--- src/rtl/intc_pkg.sv ---
package intc_pkg;
  localparam int BUS_AW = 6;

  localparam logic [BUS_AW-1:0] OFS_RAW      = 6'h00;
  localparam logic [BUS_AW-1:0] OFS_FIQ_STAT = 6'h01;
  localparam logic [BUS_AW-1:0] OFS_IRQ_STAT = 6'h02;
  localparam logic [BUS_AW-1:0] OFS_CLASS    = 6'h03;
  localparam logic [BUS_AW-1:0] OFS_EN_SET   = 6'h04;
  localparam logic [BUS_AW-1:0] OFS_EN_CLR   = 6'h05;
  localparam logic [BUS_AW-1:0] OFS_SW_SET   = 6'h06;
  localparam logic [BUS_AW-1:0] OFS_SW_CLR   = 6'h07;
  localparam logic [BUS_AW-1:0] OFS_VEC      = 6'h08;
  localparam logic [BUS_AW-1:0] OFS_DEFAULT  = 6'h09;
  localparam logic [1:0]        REGION_CTL   = 2'b01;
  localparam logic [1:0]        REGION_ADR   = 2'b10;

  // one-cycle strobes from control to datapath
  typedef struct packed {
    logic classWr;
    logic enSet;
    logic enClr;
    logic swSet;
    logic swClr;
    logic defWr;
    logic slotCtlWr;
    logic slotAdrWr;
    logic vecRead;
    logic vecEnd;
  } strobe_t;
endpackage

--- src/rtl/intc_control.sv ---
module intc_control
  import intc_pkg::*;
#(
  parameter int NUM_SLOT = 16,
  localparam int SLOT_W = (NUM_SLOT > 1) ? $clog2(NUM_SLOT) : 1
) (
  input  logic                     clk,
  input  logic                     rstN,
  input  logic [BUS_AW-1:0]        busAddr,
  input  logic                     busWr,
  input  logic                     busRd,
  input  logic [NUM_SLOT-1:0]      slotActive,
  output strobe_t                  strobe,
  output logic [SLOT_W-1:0]        slotIdx,
  output logic                     slotHit,
  output logic [SLOT_W-1:0]        outSlot,
  output logic                     useDefault,
  output logic [NUM_SLOT-1:0]      svcMask
);
  logic              inCtl, inAdr;
  logic              blocked, candFound, svcFound;
  logic [SLOT_W-1:0] candSlot, svcSlot;

  // address decode
  always_comb begin
    inCtl   = (busAddr[5:4] == REGION_CTL);
    inAdr   = (busAddr[5:4] == REGION_ADR);
    slotHit = ({1'b0, busAddr[3:0]} < 5'(NUM_SLOT));
    slotIdx = SLOT_W'(busAddr[3:0]);
    strobe  = '0;
    if (busWr) begin
      strobe.classWr   = (busAddr == OFS_CLASS);
      strobe.enSet     = (busAddr == OFS_EN_SET);
      strobe.enClr     = (busAddr == OFS_EN_CLR);
      strobe.swSet     = (busAddr == OFS_SW_SET);
      strobe.swClr     = (busAddr == OFS_SW_CLR);
      strobe.defWr     = (busAddr == OFS_DEFAULT);
      strobe.vecEnd    = (busAddr == OFS_VEC);
      strobe.slotCtlWr = inCtl && slotHit;
      strobe.slotAdrWr = inAdr && slotHit;
    end
    strobe.vecRead = busRd && (busAddr == OFS_VEC);
  end

  // winner search: a slot may win only above the best in-service slot
  always_comb begin
    blocked   = 1'b0;
    candFound = 1'b0;
    candSlot  = '0;
    svcFound  = 1'b0;
    svcSlot   = '0;
    for (int i = 0; i < NUM_SLOT; i++) begin
      if (svcMask[i]) blocked = 1'b1;
      if (!blocked && slotActive[i] && !candFound) begin
        candFound = 1'b1;
        candSlot  = SLOT_W'(i);
      end
      if (svcMask[i] && !svcFound) begin
        svcFound = 1'b1;
        svcSlot  = SLOT_W'(i);
      end
    end
    outSlot    = candFound ? candSlot : svcSlot;
    useDefault = !candFound && !svcFound;
  end

  // in-service state
  always_ff @(posedge clk or negedge rstN) begin
    if (!rstN) begin
      svcMask <= '0;
    end else if (strobe.vecRead && candFound) begin
      svcMask[candSlot] <= 1'b1;
    end else if (strobe.vecEnd && svcFound) begin
      svcMask[svcSlot] <= 1'b0;
    end
  end
endmodule

--- src/rtl/intc_datapath.sv ---
module intc_datapath
  import intc_pkg::*;
#(
  parameter int NUM_SRC  = 32,
  parameter int NUM_SLOT = 16,
  parameter int DATA_W   = 32,
  localparam int SRC_W  = $clog2(NUM_SRC),
  localparam int SLOT_W = (NUM_SLOT > 1) ? $clog2(NUM_SLOT) : 1
) (
  input  logic                clk,
  input  logic                rstN,
  input  logic [NUM_SRC-1:0]  hwReq,
  input  logic [BUS_AW-1:0]   busAddr,
  input  logic [DATA_W-1:0]   busWdata,
  input  strobe_t             strobe,
  input  logic [SLOT_W-1:0]   slotIdx,
  input  logic                slotHit,
  input  logic [SLOT_W-1:0]   outSlot,
  input  logic                useDefault,
  output logic [DATA_W-1:0]   busRdata,
  output logic                fiqOut,
  output logic                irqOut,
  output logic [NUM_SLOT-1:0] slotActive,
  output logic [NUM_SRC-1:0]  softReq,
  output logic [NUM_SRC-1:0]  enMask
);
  logic [NUM_SRC-1:0] classSel, rawReq, fiqAct, irqAct, wd;
  logic [DATA_W-1:0]  defAddr, vecAddr;
  logic [SRC_W-1:0]   slotSrc  [NUM_SLOT];
  logic               slotEn   [NUM_SLOT];
  logic [DATA_W-1:0]  slotAddr [NUM_SLOT];

  assign wd = busWdata[NUM_SRC-1:0];

  always_ff @(posedge clk or negedge rstN) begin
    if (!rstN) begin
      classSel <= '0;
      enMask   <= '0;
      softReq  <= '0;
      defAddr  <= '0;
      for (int i = 0; i < NUM_SLOT; i++) begin
        slotSrc[i]  <= '0;
        slotEn[i]   <= 1'b0;
        slotAddr[i] <= '0;
      end
    end else begin
      if (strobe.classWr) classSel <= wd;
      if (strobe.enSet)   enMask   <= enMask | wd;
      if (strobe.enClr)   enMask   <= enMask & ~wd;
      if (strobe.swSet)   softReq  <= softReq | wd;
      if (strobe.swClr)   softReq  <= softReq & ~wd;
      if (strobe.defWr)   defAddr  <= busWdata;
      if (strobe.slotCtlWr) begin
        slotSrc[slotIdx] <= busWdata[SRC_W-1:0];
        slotEn[slotIdx]  <= busWdata[SRC_W];
      end
      if (strobe.slotAdrWr) slotAddr[slotIdx] <= busWdata;
    end
  end

  assign rawReq = hwReq | softReq;
  assign fiqAct = rawReq & enMask & classSel;
  assign irqAct = rawReq & enMask & ~classSel;
  assign fiqOut = |fiqAct;
  assign irqOut = |irqAct;

  for (genvar g = 0; g < NUM_SLOT; g++) begin : g_slot
    assign slotActive[g] = slotEn[g] && irqAct[slotSrc[g]];
  end

  assign vecAddr = useDefault ? defAddr : slotAddr[outSlot];

  always_comb begin
    busRdata = '0;
    case (busAddr)
      OFS_RAW:      busRdata = DATA_W'(rawReq);
      OFS_FIQ_STAT: busRdata = DATA_W'(fiqAct);
      OFS_IRQ_STAT: busRdata = DATA_W'(irqAct);
      OFS_CLASS:    busRdata = DATA_W'(classSel);
      OFS_EN_SET:   busRdata = DATA_W'(enMask);
      OFS_SW_SET:   busRdata = DATA_W'(softReq);
      OFS_VEC:      busRdata = vecAddr;
      OFS_DEFAULT:  busRdata = defAddr;
      default: begin
        if (slotHit && busAddr[5:4] == REGION_CTL)
          busRdata = DATA_W'({slotEn[slotIdx], slotSrc[slotIdx]});
        else if (slotHit && busAddr[5:4] == REGION_ADR)
          busRdata = slotAddr[slotIdx];
      end
    endcase
  end
endmodule

--- src/rtl/intc_vec_top.sv ---
module intc_vec_top
  import intc_pkg::*;
#(
  parameter int NUM_SRC  = 32,
  parameter int NUM_SLOT = 16,
  parameter int DATA_W   = 32,
  localparam int SLOT_W = (NUM_SLOT > 1) ? $clog2(NUM_SLOT) : 1
) (
  input  logic               clk,
  input  logic               rstN,
  input  logic [NUM_SRC-1:0] hwReq,
  input  logic [5:0]         busAddr,
  input  logic               busWr,
  input  logic               busRd,
  input  logic [DATA_W-1:0]  busWdata,
  output logic [DATA_W-1:0]  busRdata,
  output logic               fiqOut,
  output logic               irqOut
);
  strobe_t             strobe;
  logic [SLOT_W-1:0]   slotIdx, outSlot;
  logic                slotHit, useDefault;
  logic [NUM_SLOT-1:0] slotActive, svcMask;
  logic [NUM_SRC-1:0]  softReq, enMask;

  intc_control #(.NUM_SLOT(NUM_SLOT)) u_control (
    .clk(clk), .rstN(rstN), .busAddr(busAddr), .busWr(busWr), .busRd(busRd),
    .slotActive(slotActive), .strobe(strobe), .slotIdx(slotIdx),
    .slotHit(slotHit), .outSlot(outSlot), .useDefault(useDefault),
    .svcMask(svcMask)
  );

  intc_datapath #(.NUM_SRC(NUM_SRC), .NUM_SLOT(NUM_SLOT), .DATA_W(DATA_W)) u_datapath (
    .clk(clk), .rstN(rstN), .hwReq(hwReq), .busAddr(busAddr),
    .busWdata(busWdata), .strobe(strobe), .slotIdx(slotIdx),
    .slotHit(slotHit), .outSlot(outSlot), .useDefault(useDefault),
    .busRdata(busRdata), .fiqOut(fiqOut), .irqOut(irqOut),
    .slotActive(slotActive), .softReq(softReq), .enMask(enMask)
  );
endmodule

--- config.mk ---
export PLATFORM = sky130hd
export DESIGN_NAME = intc_vec_top
export DESIGN_NICKNAME = d
export VERILOG_FILES = /design/src/rtl/intc_pkg.sv /design/src/rtl/intc_control.sv /design/src/rtl/intc_datapath.sv /design/src/rtl/intc_vec_top.sv
export SDC_FILE = /design/constraint.sdc
export NUM_CORES = 2
export LEC_CHECK = 0
export BUFFER_PORTS_ARGS = -buffer_cell sky130_fd_sc_hd__buf_2
export CORE_AREA = 2 2 338 340
export DETAILED_ROUTE_END_ITERATION = 16
export DIE_AREA = 0 0 340 342
export HOLD_SLACK_MARGIN = 0.02
export PLACE_DENSITY = 0.53
export RECOVER_POWER = 50
export SLEW_MARGIN = 20
export SYNTH_ARGS = -nofsm -noshare
export SYNTH_HDL_FRONTEND = slang
export SYNTH_HIERARCHICAL = 1
export SYNTH_SLANG_ARGS = --single-unit
--- constraint.sdc ---
create_clock -name clk -period 6.8 [get_ports clk]
set_clock_uncertainty 0.2 [all_clocks]
set_input_delay 0 -clock clk [delete_from_list [all_inputs] [get_ports clk]]
set_output_delay 0 -clock clk [all_outputs]
set_load 0.005 [all_outputs]
# [After elaboration in Yosys (flattened, before gate mapping)]
# Cells that the tools add are included.
[op_classes] bitwise_logic=15 order_cmp=23 eq_ne=11 muxes=147 reduce_logical=122
[op_table] cell="bitwise mux 512 bit" n=1
[op_table] cell="two-way mux 32 bit" n=12
[op_table] cell="binary-select mux 32 bit (select 4 bit)" n=2
[op_table] cell="one-hot mux 32 bit (8 select lines)" n=1
[op_table] cell="AND 32 bit" n=5
[op_table] cell="demux 32 bit (select 4 bit)" n=1
[op_table] cell="less-than comparator 5 x 6 -> 1 bit, second input constant" n=16
[op_table] cell="OR 32 bit" n=3
[op_table] cell="binary-select mux 1 bit (select 5 bit)" n=16
[op_table] cell="bitwise mux 80 bit" n=1
[op_table] cell="two-way mux 1 bit" n=71
[op_table] cell="logical AND 1 bit" n=69
[op_table] cell="two-way mux 4 bit" n=17
[op_table] cell="NOT 32 bit" n=2
[op_table] cell="OR reduction 32 bit" n=2
[op_table] cell="logical NOT 1 bit" n=47
[op_table] cell="two-way mux 16 bit" n=2
[op_table] cell="== test 6 x 3 -> 1 bit, second input constant" n=4
[op_table] cell="two-way mux 3 bit" n=8
[op_table] cell="binary-select mux 5 bit (select 4 bit)" n=1
[op_table] cell="demux 5 bit (select 4 bit)" n=1
[op_table] cell="AND 16 bit" n=1
[op_table] cell="bitwise mux 16 bit" n=1
[op_table] cell="NOT 16 bit" n=1
[op_table] cell="18 further kinds" n=33
[word_totals] reg_bits=752 word_cells=371 input_bits=74

# [Logic depth before layout (Yosys ltp)]
[depth] ltp_word=60 depth_mapped=22 mapped_depth_nobuf=18

# [Hierarchy]
# The synthesis kept the hierarchy.
[modules_own_cells] module="intc_datapath" seq_area_each_um2=18417.7 cells_per_inst=3276 n_inst=1 area_each_um2=43051.3
[modules_own_cells] module="intc_control" seq_area_each_um2=400.4 cells_per_inst=210 n_inst=1 area_each_um2=1612.8

# [Worst setup path before layout]
# No wires, ideal clock.
[synth_timing] kind="register -> output" from="reg with a tool-made name" to="out busRdata[10]" required_time_ns=6.600 arrival_ns=5.147 slack_ns=1.453 path_stages_with_launch=21 path_buffers=4 path_cell_list="dfrtp_1 -> o21ai_4 -> nor2_2 -> buf_6 -> mux4_2 -> o22ai_1 -> a211oi_1 -> or4_1 -> a221oi_1 -> a21oi_1 -> nor3_1 -> and2_1 -> nor2_1 -> a21oi_1 -> buf_2 -> buf_4 -> buf_2 -> mux4_2 -> mux2i_1 -> o22ai_1 -> a211o_1"
[synth_rtl] item="end: declaration" line_no="intc_vec_top.sv:16" text="output logic [DATA_W-1:0] busRdata,"

==> impl_metrics.tcl <==
set metrics [dict create \
    run_status "finished with violations" \
    violations "max-capacitance violations, max-slew violations" \
    drive_gt1_share_pct 44.1 \
    synth_top_flop_cell "dfrtp_1" \
    finalHoldViolCount 0 \
    utilization_pct 45.1 \
    rr_worst_depth 13 \
    vias 33532 \
    drc_errors 0 \
    syn_avg_cell_area_um2 12.8 \
    finalPower_mw 15.8 \
    timing.fmax_ghz 0.149 \
    fin_crit_sh_pct 98.7 \
    async_reset_ff_share_pct 100 \
    cts_tree "built" \
    initial_core_util_pct 39.5 \
    grt_usage_pct 28.5 \
    setup_viol 0 \
    ys_seq_area_share_pct 42.1 \
    required_ns 6.60 \
    overflow 0 \
    syn-num-nets 3560 \
    synthesis.area_um2 44700 \
    cp-end-kind "output port" \
    antenna_left 0 \
    synth_top_area_share_pct 42.1 \
    clock-sinks 752 \
    crit_path_max_fanout 10 \
    dr.pass1.iters 6 \
    die_h_um 342 \
    final_max_slew_viol_count 802 \
    max_slew_margin_pct -224 \
    min_from "busAddr[1]" \
    dpl-instance-area_um2 47500 \
    grt_pass1_vias 33282 \
    yosysTopAreaCell "dfrtp_1" \
    gp_congestion 0.998 \
    cts_buffer_depth 3 \
    fin_tns_setup_ns 0 \
    h-tree-depth 3 \
    clk_latency_ns 0.69 \
    cts.root.buffer_cell "clkbuf_16" \
    synth_edf_count 0 \
    syn_inst 3486 \
    dp.cells 4944 \
    instances_no_fill 5150 \
    reg2reg_to "u_control/svcMask[9]" \
    grt_max_degree 174 \
    cp.arrival_ns 6.51 \
    drt_iter0_drc 4182 \
    grt_pass1_wl_um 244000 \
    startpoint_type "flip-flop" \
    final_area_um2 51000 \
    num_rows 124 \
    dieWidth_um 340 \
    drt_wl_total_um 167000 \
    die-area_um2 116000 \
    cap_violations 13 \
    via_per_inst 6.51 \
    powerDensity_nw_per_um2 309 \
    leakage_nw 21.3 \
    hp-class "in -> reg" \
    yosysWarnings 6 \
    hold_depth 3 \
    min_to "u_datapath/slotSrc[63]" \
    layout.nets 3643 \
    cts_inserted_buffers 88 \
    tightest_slew_ns 4.86 \
    final_common_cell "dfrtp_1" \
    routedWlPerCell_um 32.5 \
    synthToLayoutAreaGrowth_pct 14.2 \
    clk_pin_slew_ns 0.06 \
    design.portCount 108 \
    hpwl_um 111000 \
    most-common-layout-cells "dfrtp_1, mux2_2, mux4_2" \
    ir_drop_v 0.000256 \
    synth.ff_latch_count 752 \
    core_area_um2 113000 \
    r2r_slack_ns 2.11 \
    ys_types 87 \
    path_class "reg -> out" \
    synth_area_leaders "dfrtp_1, mux4_2, mux2_2" \
    antenna_found_initial 11 \
    portBuffers 107 \
    layout_min_cycle_time_ns 6.71 \
]
==> power by group <==
group,leakage (nW),internal (mW),switching [mW]
registers,9.91,5.07,0.662
logic,10.0,2.72,2.54
clock network,1.42,2.78,2.01
==> layout make-up <==
type                            count  area [um^2]
Fill cell                       10281        62100
Multi-Input combinational cell   2318        24500
Sequential cell                   752        18800
Timing Repair Buffer              354         2690
Clock buffer                      138         2670
Tap cell                         1512         1890
Inverter                           55          208
Clock inverter                     19          204
Antenna cell                        2         5.00
==> how the worst max path moves through the flow <==
| stage | from | end | slack, ns | depth (start not counted) |
|---|---|---|---|---|
| floorplan | flip-flop | busRdata[10] | 1.45 | 20 |
| global placement | flip-flop | busRdata[3] | 0.03 | 21 |
| detailed placement | flip-flop | busRdata[3] | 0.04 | 21 |
| CTS | flip-flop | busRdata[3] | 0.006 | 21 |
| global route | flip-flop | busRdata[3] | -0.003 | 21 |
| finish | flip-flop | busRdata[3] | 0.09 | 21 |
==> cell families after synthesis <==
group,count (synthesis),share of synthesized area [%]
other,1,0.00840
buffers and inverters,416,4.04
muxes,1123,38.1
DFF,752,42.1
and+or+nand+nor,550,6.33
AOI/OAI and AO/OA,643,9.34
xor gates and xnor gates,1,0.0196
==> metrics by stage <==
| step | setup slack [ns] | hold WS [ns] |
|---|---|---|
| floorplan | 1.45 | -0.496 |
| CTS | 0.00575 | 0.0390 |
| finish | 0.0875 | 0.108 |
| detailed placement | 0.0424 | -0.106 |
| global placement | 0.0314 | -0.102 |
| global route | -0.00308 | 0.0979 |
==> Yosys cell counts, drive strengths merged (6+ instances only) <==
library cell,number
nand2b,23
nor2b,18
a22oi,25
or3,9
a211o,19
a22o,7
nor3,63
buf,129
o211ai,23
a311oi,9
a31oi,7
mux4,398
o221ai,9
o21ai,162
inv,53
o311ai,6
o41ai,6
mux2,650
clkbuf,232
nor2,124
nand3,36
nor3b,12
o2111ai,14
a2111oi,11
nor4b,9
or4,8
nor4,27
a222oi,21
mux2i,75
a211oi,27
o22ai,36
or4b,6
a21oi,209
nand4,17
nand3b,13
a221oi,11
o31ai,13
nand2,155
and3,6
dfrtp,752
==> critical path, cell delays in order (launching register included) <==
cell and delay, ns:
dfrtp_1 0.39, o21a_1 0.27, nor2b_4 0.22, buf_4 0.21, mux4_2 0.47, o2111ai_1 0.25, nand4_1 0.31, a221oi_2 0.43
a21oi_2 0.12, buf_4 0.16, or2_2 0.33, o21ai_2 0.17, nor2_1 0.08, a21oi_4 0.16, buf_12 0.23, buf_12 0.18
mux4_2 0.51, mux4_2 0.46, nand2_1 0.12, nand4_1 0.33, buf_4 0.27, buf_2 0.12
==> layer usage <==
metal / vias up / GRT usage (%) / wire [um]
li1: 13752 / - / -
met1: 17930 / 40.0 / 71400
met2: 1524 / 43.5 / 75000
met3: 316 / 6.18 / 14000
met4: 10 / 10.3 / 6690
met5: - / 0 / 60
==> sequential cells by signal (all words and copies together), names as in the netlist, named ones only <==
| register | flops |
|---|---|
| u_datapath/slotAddr | 512 |
| u_datapath/slotSrc | 80 |
| u_datapath/classSel | 32 |
| u_datapath/defAddr | 32 |
| u_control/svcMask | 16 |
| u_datapath/slotEn | 16 |
==> repair_timing <==
item	in CTS	in global routing
pin swaps	2	5
hold endpoints to repair	1167	0
buffers inserted	2	6
endpoints found under the setup margin	32	21
gates cloned	0	1
gates resized for setup	43	36
hold buffers	39	0
No activity file was read; power rests on OpenSTA's default activity.
